<file path="src/rtl/tpm_pkg.sv">
package tpm_pkg;
   typedef enum logic [2:0] {
      PH_RST   = 3'd0,
      PH_RUN   = 3'd1,
      PH_DWELL = 3'd2,
      PH_WAKE  = 3'd3,
      PH_READ  = 3'd4
   } phase_e;
endpackage

</file>
<file path="src/rtl/tpm_store.sv">
module tpm_store #(
   parameter int ADDR_W    = 32,
   parameter int DATA_W    = 32,
   parameter int IDX_W     = 8,
   parameter int PAGE_W    = 7,
   parameter int VEC_IDX   = 2,
   parameter logic [31:0] VEC_WORD = 32'h0000_0100,
   parameter logic [7:0] FILL_BYTE = 8'hF4,
   parameter logic [7:0] TAG_BYTE  = 8'hE5
) (
   input  logic              clk,
   input  logic              rst_n,
   input  logic [ADDR_W-1:0] addr,
   input  logic [PAGE_W-1:0] page,
   input  logic              halt_ovr,
   output logic [DATA_W-1:0] data
);
   localparam int BYTES = DATA_W / 8;
   localparam int OFS_W = $clog2(BYTES);

   initial begin
      assert (DATA_W == 32 && IDX_W == 8) else $error("store word layout needs 32-bit words, 8-bit index");
      assert (PAGE_W <= 8) else $error("page number must fit one byte");
      assert (OFS_W + IDX_W <= ADDR_W) else $error("address too narrow");
   end

   logic [IDX_W-1:0]  idx;
   logic [DATA_W-1:0] halt_word;
   logic [DATA_W-1:0] page_word;
   logic              unused_addr_bits;

   assign idx = addr[OFS_W +: IDX_W];
   // only the in-page index is decoded: every page wraps over the space
   assign unused_addr_bits = ^{addr[ADDR_W-1:OFS_W+IDX_W], addr[OFS_W-1:0]};

   for (genvar b = 0; b < BYTES; b++) begin : g_fill
      assign halt_word[b*8 +: 8] = FILL_BYTE;
   end

   always_comb begin
      if (idx == IDX_W'(VEC_IDX))
         page_word = VEC_WORD;
      else
         page_word = {{(8-PAGE_W){1'b0}}, page, TAG_BYTE, 8'h00, idx};
   end

   assign data = halt_ovr ? halt_word : page_word;

   // vector slot always answers the handler address outside the dwell
   assert_vector_R3: assert property (@(posedge clk) disable iff (!rst_n)
      (!halt_ovr && addr[OFS_W +: IDX_W] == IDX_W'(VEC_IDX)) |-> data == VEC_WORD);
endmodule

</file>
<file path="src/rtl/tpm_timer.sv">
module tpm_timer #(
   parameter int CNT_W = 8,
   parameter int MAX   = 255
) (
   input  logic             clk,
   input  logic             rst_n,
   input  logic             clr,
   output logic [CNT_W-1:0] cnt
);
   always_ff @(posedge clk or negedge rst_n) begin
      if (!rst_n)   cnt <= '0;
      else if (clr) cnt <= '0;
      else          cnt <= cnt + 1'b1;
   end

   // no phase can run past the longest programmed length
   assert_cnt_bound_R6: assert property (@(posedge clk) disable iff (!rst_n)
      cnt <= CNT_W'(MAX));
endmodule

</file>
<file path="src/rtl/tpm_fsm.sv">
module tpm_fsm
   import tpm_pkg::*;
#(
   parameter int CYCLE_LEN = 200,
   parameter int RST_LEN   = 4,
   parameter int TMO_LEN   = 20,
   parameter int NMI_LEN   = 2,
   parameter int READ_LEN  = 8
) (
   input  logic clk,
   input  logic rst_n,
   input  logic ack,
   output logic cpu_reset,
   output logic halt_ovr,
   output logic nmi,
   output logic check_win,
   output logic stuck
);
   localparam int DWELL_LEN = CYCLE_LEN * 8 / 10;
   localparam int REST_LEN  = RST_LEN + TMO_LEN + NMI_LEN + READ_LEN;
   localparam int CNT_W     = $clog2(CYCLE_LEN + 1);

   initial begin
      assert (REST_LEN <= CYCLE_LEN - DWELL_LEN) else $error("phases exceed the 20 percent budget");
      assert (RST_LEN > 0 && TMO_LEN > 0 && NMI_LEN > 0 && READ_LEN > 0) else $error("zero phase length");
   end

   phase_e           ph, ph_nxt;
   logic [CNT_W-1:0] cnt;
   logic             clr, tmo, stuck_q;

   tpm_timer #(.CNT_W(CNT_W), .MAX(DWELL_LEN)) u_timer (
      .clk(clk), .rst_n(rst_n), .clr(clr), .cnt(cnt)
   );

   always_comb begin
      ph_nxt = ph;
      clr    = 1'b0;
      tmo    = 1'b0;
      unique case (ph)
         PH_RST:   if (cnt == CNT_W'(RST_LEN - 1)) begin ph_nxt = PH_RUN; clr = 1'b1; end
         PH_RUN:   if (ack) begin
                      ph_nxt = PH_DWELL; clr = 1'b1;
                   end else if (cnt == CNT_W'(TMO_LEN - 1)) begin
                      ph_nxt = PH_RST; clr = 1'b1; tmo = 1'b1;
                   end
         PH_DWELL: if (cnt == CNT_W'(DWELL_LEN - 1)) begin ph_nxt = PH_WAKE; clr = 1'b1; end
         PH_WAKE:  if (cnt == CNT_W'(NMI_LEN - 1)) begin ph_nxt = PH_READ; clr = 1'b1; end
         PH_READ:  if (cnt == CNT_W'(READ_LEN - 1)) begin ph_nxt = PH_RST; clr = 1'b1; end
         default:  begin ph_nxt = PH_RST; clr = 1'b1; end
      endcase
   end

   always_ff @(posedge clk or negedge rst_n) begin
      if (!rst_n) begin
         ph      <= PH_RST;
         stuck_q <= 1'b0;
      end else begin
         ph      <= ph_nxt;
         stuck_q <= tmo;
      end
   end

   assign cpu_reset = (ph == PH_RST);
   assign halt_ovr  = (ph == PH_DWELL);
   assign nmi       = (ph == PH_WAKE);
   assign check_win = (ph == PH_READ);
   assign stuck     = stuck_q;

   assert_ack_to_halt_R5: assert property (@(posedge clk) disable iff (!rst_n)
      (ph == PH_RUN && ack) |=> halt_ovr);
   assert_win_after_nmi_R8: assert property (@(posedge clk) disable iff (!rst_n)
      $rose(check_win) |-> $past(nmi));
   assert_one_phase_R8: assert property (@(posedge clk) disable iff (!rst_n)
      $onehot0({cpu_reset, halt_ovr, nmi, check_win}));
   assert_win_to_reset_R9: assert property (@(posedge clk) disable iff (!rst_n)
      $fell(check_win) |-> cpu_reset);
   assert_stuck_in_reset_R10: assert property (@(posedge clk) disable iff (!rst_n)
      stuck |-> (cpu_reset && !$past(check_win)));
endmodule

</file>
<file path="src/rtl/paged_test_seq.sv">
module paged_test_seq #(
   parameter int CYCLE_LEN = 200,
   parameter int RST_LEN   = 4,
   parameter int TMO_LEN   = 20,
   parameter int NMI_LEN   = 2,
   parameter int READ_LEN  = 8
) (
   input  logic        clk,
   input  logic        rst_n,
   input  logic [6:0]  page_sel_i,
   input  logic [31:0] cpu_addr_i,
   output logic [31:0] cpu_data_o,
   output logic        cpu_reset_o,
   output logic        cpu_nmi_o,
   input  logic        shutdown_ack_i,
   output logic        check_win_o,
   output logic        stuck_o
);
   logic halt_ovr;

   tpm_fsm #(
      .CYCLE_LEN(CYCLE_LEN), .RST_LEN(RST_LEN), .TMO_LEN(TMO_LEN),
      .NMI_LEN(NMI_LEN), .READ_LEN(READ_LEN)
   ) u_fsm (
      .clk(clk), .rst_n(rst_n), .ack(shutdown_ack_i),
      .cpu_reset(cpu_reset_o), .halt_ovr(halt_ovr), .nmi(cpu_nmi_o),
      .check_win(check_win_o), .stuck(stuck_o)
   );

   tpm_store #(
      .ADDR_W(32), .DATA_W(32), .IDX_W(8), .PAGE_W(7)
   ) u_store (
      .clk(clk), .rst_n(rst_n), .addr(cpu_addr_i), .page(page_sel_i),
      .halt_ovr(halt_ovr), .data(cpu_data_o)
   );
endmodule

</file>
<file path="config.mk">
export PLATFORM = sky130hd
export DESIGN_NAME = paged_test_seq
export DESIGN_NICKNAME = d
export VERILOG_FILES = /design/src/rtl/tpm_pkg.sv /design/src/rtl/tpm_store.sv /design/src/rtl/tpm_timer.sv /design/src/rtl/tpm_fsm.sv /design/src/rtl/paged_test_seq.sv
export SDC_FILE = /design/constraint.sdc
export NUM_CORES = 1
export LEC_CHECK = 0
export ABC_CLOCK_PERIOD_IN_PS = 4190
export BUFFER_PORTS_ARGS = -buffer_cell sky130_fd_sc_hd__buf_4
export CAP_MARGIN = 10
export CORE_ASPECT_RATIO = 1.25
export CORE_UTILIZATION = 41
export DETAILED_ROUTE_END_ITERATION = 6
export PLACE_DENSITY_LB_ADDON = 0.3
export SYNTH_ARGS = -nofsm -noshare
export SYNTH_HDL_FRONTEND = slang
export SYNTH_SLANG_ARGS = --single-unit
</file>
<file path="constraint.sdc">
create_clock -name clk -period 4.19 [get_ports clk]
set_clock_uncertainty 0.2 [all_clocks]
set_input_delay 0.838 -clock clk [delete_from_list [all_inputs] [get_ports clk]]
set_output_delay 0.838 -clock clk [all_outputs]
set_load 0.02 [all_outputs]
</file>
==> impl_metrics.tcl, run 1 <==
set metrics [dict create \
    outcome "complete, no violations" \
    clk_pin_slew_ns 0.07 \
    cts-buffers-inserted 3 \
    hold_buffers 0 \
    cts_buffer_depth 2 \
    final.period_utilization_pct 73.64 \
    synthTopCellsByArea "dfrtp_1 31%, buf_4 11%, nor3_1 7.8%" \
    synth_flop_cell "dfrtp_1" \
    place_area_um2 1257 \
    wl_um 2119 \
    setup_viol 0 \
    antenna_found_initial 0 \
    power.share.clock_pct 11.2 \
    hpwl_um 1628 \
    yosysTopAreaCellShare_pct 31.37 \
    cpPeakStageDelay_ns 0.50 \
    netSwitchingPower_mw 0.2835 \
    cap_violations 0 \
    drive_gt1_share_pct 44.52 \
    ant_nets 0 \
    place.gp.congestion 0.7862 \
    p_int_mw 0.3517 \
    coreArea_um2 2211 \
    grt_pass1_vias 740 \
    cp_max_fo 18 \
    p_leak_nw 0.5891 \
    startpoint_type "register" \
    vias 872 \
    fin_setup_tns_ns 0 \
    syn_inst 108 \
    initial_core_util_pct 43.29 \
    wl_per_cell_um 11.97 \
    worstPathArrival_ns 2.05 \
    design_area_um2 1280 \
    cp_slowest_cell "dfrtp_1" \
    via_per_inst 4.927 \
    ys_types 40 \
    min_path_type "primary input to async pin" \
    cts_sinks 12 \
    power.density_nw_per_um2 496.2 \
    pwr-share-comb_pct 51.7 \
    path_buf_inv 3 \
    htreeDepth 1 \
    cts_tree "done" \
    async_reset_ff_share_pct 100.0 \
    synth_edf_count 0 \
    crit_chain "inv_1, nor3_2, buf_4, nand2b_1, o21a_1, buf_4" \
    cts-root-buf "clkbuf_4" \
    postSynthAreaPerCell_um2 8.863 \
    grt-ovfl-total 0 \
    rows 19 \
    seq_area_frac_synth_pct 31.37 \
    synth.most_common_cell "nor3_1" \
    layout.nets 192 \
    syn-cell-area_um2 957.2 \
    hold_violations 0 \
    swShare_pct 44.63 \
    drv_slew 0 \
    drc 0 \
    ioPinCount 78 \
    ir_worst_vdd_v 0.0002941 \
    die_y_um 56.02 \
    post_cts_resized 0 \
    power_frac_seq_pct 37.0 \
    grt_usage_pct 17.51 \
    fin_crit_ns 3.086 \
    grt_pass1_wl_um 3270 \
    criticalPathCategory "register to output port" \
    required_ns 3.15 \
    drt_iter0_markers 31 \
    synth_area_leader_cell "dfrtp_1" \
    antennaDiodeCount 0 \
    crit_family "simple AND/OR/NAND/NOR gates" \
    dieArea_um2 2533 \
    die-width_um 45.22 \
    dp.cells 174 \
    crit_path_frequent_cell "buf_4" \
    grt_max_degree 19 \
    yosysWarnings 0 \
    whs_ns 0.1868 \
    cts_setup_buffers 0 \
    ys_top_cells_by_count "15 x nor3_1, 14 x buf_4, 12 x dfrtp_1" \
    firstDrtPassIters 4 \
    final_cells 177 \
    synth-seq-cells 12 \
    fmax_mhz 324.1 \
    portBuffers 49 \
    endpoint_kind "output port" \
    synthToLayoutAreaGrowth_pct 33.73 \
    rsz0062_at_grt "no" \
    insertion_delay_ns 0.28 \
]
[state kept, by name, indices dropped and copies added, names as in the netlist]
| register | cells |
|---|---|
| u_fsm.u_timer.cnt | 8 |
| u_fsm.ph | 3 |
| u_fsm.stuck | 1 |
[power groups by stage]
stage	Sequential (mW)	Combinational, mW	Clock (mW)
2_1_floorplan	0.209	0.271	0
3_3_place_gp	0.233	0.324	0
3_5_place_dp	0.237	0.329	0
4_1_cts	0.234	0.331	0.0756
5_1_grt	0.242	0.359	0.0782
6_report	0.235	0.329	0.0712
[worst paths after layout]
check / from / endpoint / slack, ns / depth (start not counted)
min in group clk: u_fsm.u_timer.cnt[0]$_DFF_PN0_ / u_fsm.u_timer.cnt[0]$_DFF_PN0_ / 0.31 / 1
max reg2reg: u_fsm.u_timer.cnt[0]$_DFF_PN0_ / u_fsm.ph[0]$_DFFE_PN0P_ / 2.26 / 5
min reg2reg: u_fsm.u_timer.cnt[0]$_DFF_PN0_ / u_fsm.u_timer.cnt[0]$_DFF_PN0_ / 0.31 / 1
max in group asynchronous: rst_n / u_fsm.u_timer.cnt[1]$_DFF_PN0_ / 3.45 / 1
max: u_fsm.ph[1]$_DFFE_PN0P_ / cpu_data_o[26] / 1.10 / 6
min: rst_n / u_fsm.ph[1]$_DFFE_PN0P_ / 0.19 / 1
[cell type report]
cell class                      count  area, um2
Timing Repair Buffer               50      375.4
Multi-Input combinational cell     77      528.0
Sequential cell                    12      300.3
Inverter                            4      15.01
Clock buffer                        3      22.52
Fill cell                         221      930.9
Tap cell                           31      38.79
[layer usage]
layer / track usage, % / vias to the layer above / share of wire, %
met4: 9.091 / 0 / 2.2
met3: 2.597 / 5 / 8.5
met2: 29.40 / 43 / 50
met1: 20.63 / 389 / 40
met5: 0 / - / 0
li1: - / 435 / -
[cell families (layout without fill, tap and decap cells)]
kind of cell    Yosys count  after routing  synth area share, %
buf+inv                  22             57                15.16
other cells               1              4               0.3918
fa+ha+maj                 2              2                2.614
simple gates             52             52                33.73
flops                    12             12                31.37
mux                       1              1                1.046
compound gates           12             12                10.20
xor+xnor                  6              6                5.491
[stage by stage]
step	util (%)	power (mW)	worst slack, ns
final	57.89	0.6352	1.104
after global routing	57.89	0.6793	0.9648
after CTS	57.89	0.6408	1.128
after detailed placement	56.88	0.5657	1.169
after global placement	56.88	0.5575	1.187
after floorplan	-	0.4792	1.361
[placed cells by master, fill, tap and decap left out, types with 2 or more instances in the layout]
| master | count |
|---|---|
| and2_1 | 5 |
| nor2_1 | 4 |
| xnor2_1 | 3 |
| buf_4 | 50 |
| inv_1 | 4 |
| ha_1 | 2 |
| o21a_1 | 4 |
| xor2_1 | 3 |
| dfrtp_1 | 12 |
| nand2_1 | 4 |
| clkbuf_4 | 3 |
| conb_1 | 4 |
| or2_2 | 6 |
| nor2b_1 | 3 |
| nand3_1 | 2 |
| nor3_1 | 14 |
(Power assumes the default switching activity.)
==> run 2: changes to the inputs <==
ABC_AREA = 1   (was not set)
ABC_CLOCK_PERIOD_IN_PS = 3200   (was 4190)
CORE_UTILIZATION = 40   (was 41)
clock period = 3.2 ns   (was 4.19 ns; I/O delays follow)
==> impl_metrics.tcl, run 2 <==
set metrics [dict create \
    cpPeakStageDelay_ns 0.43 \
    antenna_found_initial 0 \
    syn-cell-area_um2 1052 \
    grt_pass1_wl_um 3125 \
    path_buf_inv 3 \
    die_y_um 59.35 \
    cts_buffer_depth 2 \
    worstPathArrival_ns 1.85 \
    synth_area_leader_cell "dfrtp_1" \
    largest_reg_flops 8 \
    coreArea_um2 2452 \
    die-width_um 47.88 \
    endpoint_kind "output port" \
    dieArea_um2 2841 \
    via_per_inst 4.521 \
    synth-seq-cells 12 \
    yosysTopAreaCellShare_pct 28.54 \
    clk_pin_slew_ns 0.07 \
    crit_chain "nor2_1, nand2_1, inv_1, nor2_1, inv_1, buf_4" \
    firstDrtPassIters 5 \
    netSwitchingPower_mw 0.5187 \
    p_leak_nw 0.8372 \
    ir_worst_vdd_v 0.0004270 \
    grt_pass1_vias 865 \
    swShare_pct 49.61 \
    utilization_pct 57.45 \
    pwr-share-comb_pct 65.2 \
    drc 0 \
    final_common_cell "buf_4" \
    ant_nets 0 \
    r2r_cells 8 \
    grt_max_degree 14 \
    wl_um 2172 \
    seq_area_frac_synth_pct 28.54 \
    cts-root-buf "clkbuf_4" \
    outcome "complete, no violations" \
    postSynthAreaPerCell_um2 6.377 \
    min_path_type "register to register" \
    layout.nets 252 \
    rsz0062_at_grt "no" \
    yosysWarnings 0 \
    power_frac_seq_pct 23.2 \
    power.density_nw_per_um2 742.1 \
    rows 20 \
    ys_top_cells_by_count "44 x nand2_1, 27 x inv_1, 27 x nor2_1" \
    fin_crit_ns 2.692 \
    async_reset_ff_share_pct 100.0 \
    grt_usage_pct 15.69 \
    antennaDiodeCount 0 \
    cap_violations 0 \
    drv_slew 0 \
    synth_edf_count 0 \
    top_register "u_fsm.u_timer.cnt" \
    post_cts_resized 0 \
    hpwl_um 1761 \
    setup_viol 0 \
    fin_setup_tns_ns 0 \
    cts_setup_buffers 0 \
    synthToLayoutAreaGrowth_pct 33.89 \
    hold_depth 1 \
    hold_violations 0 \
    grt-ovfl-total 0 \
    ys_types 23 \
    p_int_mw 0.5269 \
    cp_slowest_cell "dfrtp_1" \
    insertion_delay_ns 0.28 \
    crit_family "buffers and inverters" \
    cts_tree "done" \
    initial_core_util_pct 42.91 \
    required_ns 2.36 \
    cts-buffers-inserted 3 \
    whs_ns 0.3103 \
    syn_inst 165 \
    synthTopCellsByArea "dfrtp_1 29%, nand2_1 16%, buf_4 10%" \
    htreeDepth 1 \
    fmax_mhz 371.5 \
    mostFrequentLayoutCells "49 x buf_4, 44 x nand2_1, 27 x nor2_1, 27 x inv_1, 12 x dfrtp_1" \
    cp_max_fo 13 \
    power.share.clock_pct 11.6 \
    wl_per_cell_um 9.050 \
    drive_gt1_share_pct 32.85 \
    drt_iter0_markers 20 \
    synth.most_common_cell "nand2_1" \
    synth_flop_cell "dfrtp_1" \
    power_mw 1.046 \
    portBuffers 49 \
    hold_buffers 1 \
    final.period_utilization_pct 84.12 \
    ioPinCount 78 \
    path_depth 6 \
    place.gp.congestion 0.8245 \
    criticalPathCategory "register to output port" \
    cts_sinks 12 \
    startpoint_type "register" \
    vias 1085 \
]
run 2: worst reg2reg max path: stages, from the launching register on:
cell and delay (ns):
dfrtp_1 0.43, nor2_1 0.16, nand2_1 0.26, inv_1 0.34, nand2_1 0.11, nand2_1 0.09
nor2_2 0.05, nand3_1 0.07, nand2_1 0.06
run 2: final cells by class:
type	count	area, um2
well taps	33	41.29
multi-input cells	113	548.0
fillers	234	1044
repair buffers	50	377.9
inverters	28	105.1
clock buffers	4	36.28
flip-flops and latches	12	300.3
run 2: final timing paths:
check                                          startpoint                             end  slack [ns]
max                               u_fsm.ph[2]$_DFFE_PN0P_                  cpu_data_o[21]        0.51
min                        u_fsm.u_timer.cnt[0]$_DFF_PN0_  u_fsm.u_timer.cnt[0]$_DFF_PN0_        0.31
max reg2reg                       u_fsm.ph[2]$_DFFE_PN0P_         u_fsm.ph[2]$_DFFE_PN0P_        1.32
min reg2reg                u_fsm.u_timer.cnt[0]$_DFF_PN0_  u_fsm.u_timer.cnt[0]$_DFF_PN0_        0.31
max in group asynchronous                           rst_n         u_fsm.ph[1]$_DFFE_PN0P_        2.11
min in group asynchronous                           rst_n  u_fsm.u_timer.cnt[4]$_DFF_PN0_        0.53
run 2: power by group through the flow:
| stage | clock [mW] | combinational, mW | sequential (mW) |
|---|---|---|---|
| after floorplan | 0 | 0.515 | 0.236 |
| after global placement | 0 | 0.678 | 0.242 |
| after detailed placement | 0 | 0.685 | 0.246 |
| after CTS | 0.128 | 0.689 | 0.242 |
| after global routing | 0.133 | 0.758 | 0.250 |
| final | 0.122 | 0.682 | 0.242 |
run 2: stage by stage:
step                      instance area (um2)  setup slack (ns)  std cells
after detailed placement                 1363            0.7845        235
after CTS                                1409            0.4674        240
after global routing                     1409            0.2359        240
final                                    1409            0.5082        240
after global placement                   1363            0.8060        235
after floorplan                          1064            0.7184        168
run 2: cell families (layout without fill, tap and decap cells):
family,Yosys count,after routing,share of synthesized area (%)
AO/OA/AOI/OAI,6,6,3.210
XOR/XNOR,4,4,3.330
adder cells (fa/ha/maj),2,2,2.378
buffers and inverters,43,82,20.45
flip-flops,12,12,28.54
other,1,4,0.3564
AND/OR/NAND/NOR,97,97,41.74
run 2: layer usage:
metal / GRT usage, % / vias up / routed length (um)
met1: 15.16 / 476 / 841
met5: 0 / - / 0
met2: 29.15 / 49 / 1055
met4: 8.333 / 0 / 49
met3: 3.049 / 5 / 226
li1: - / 555 / -
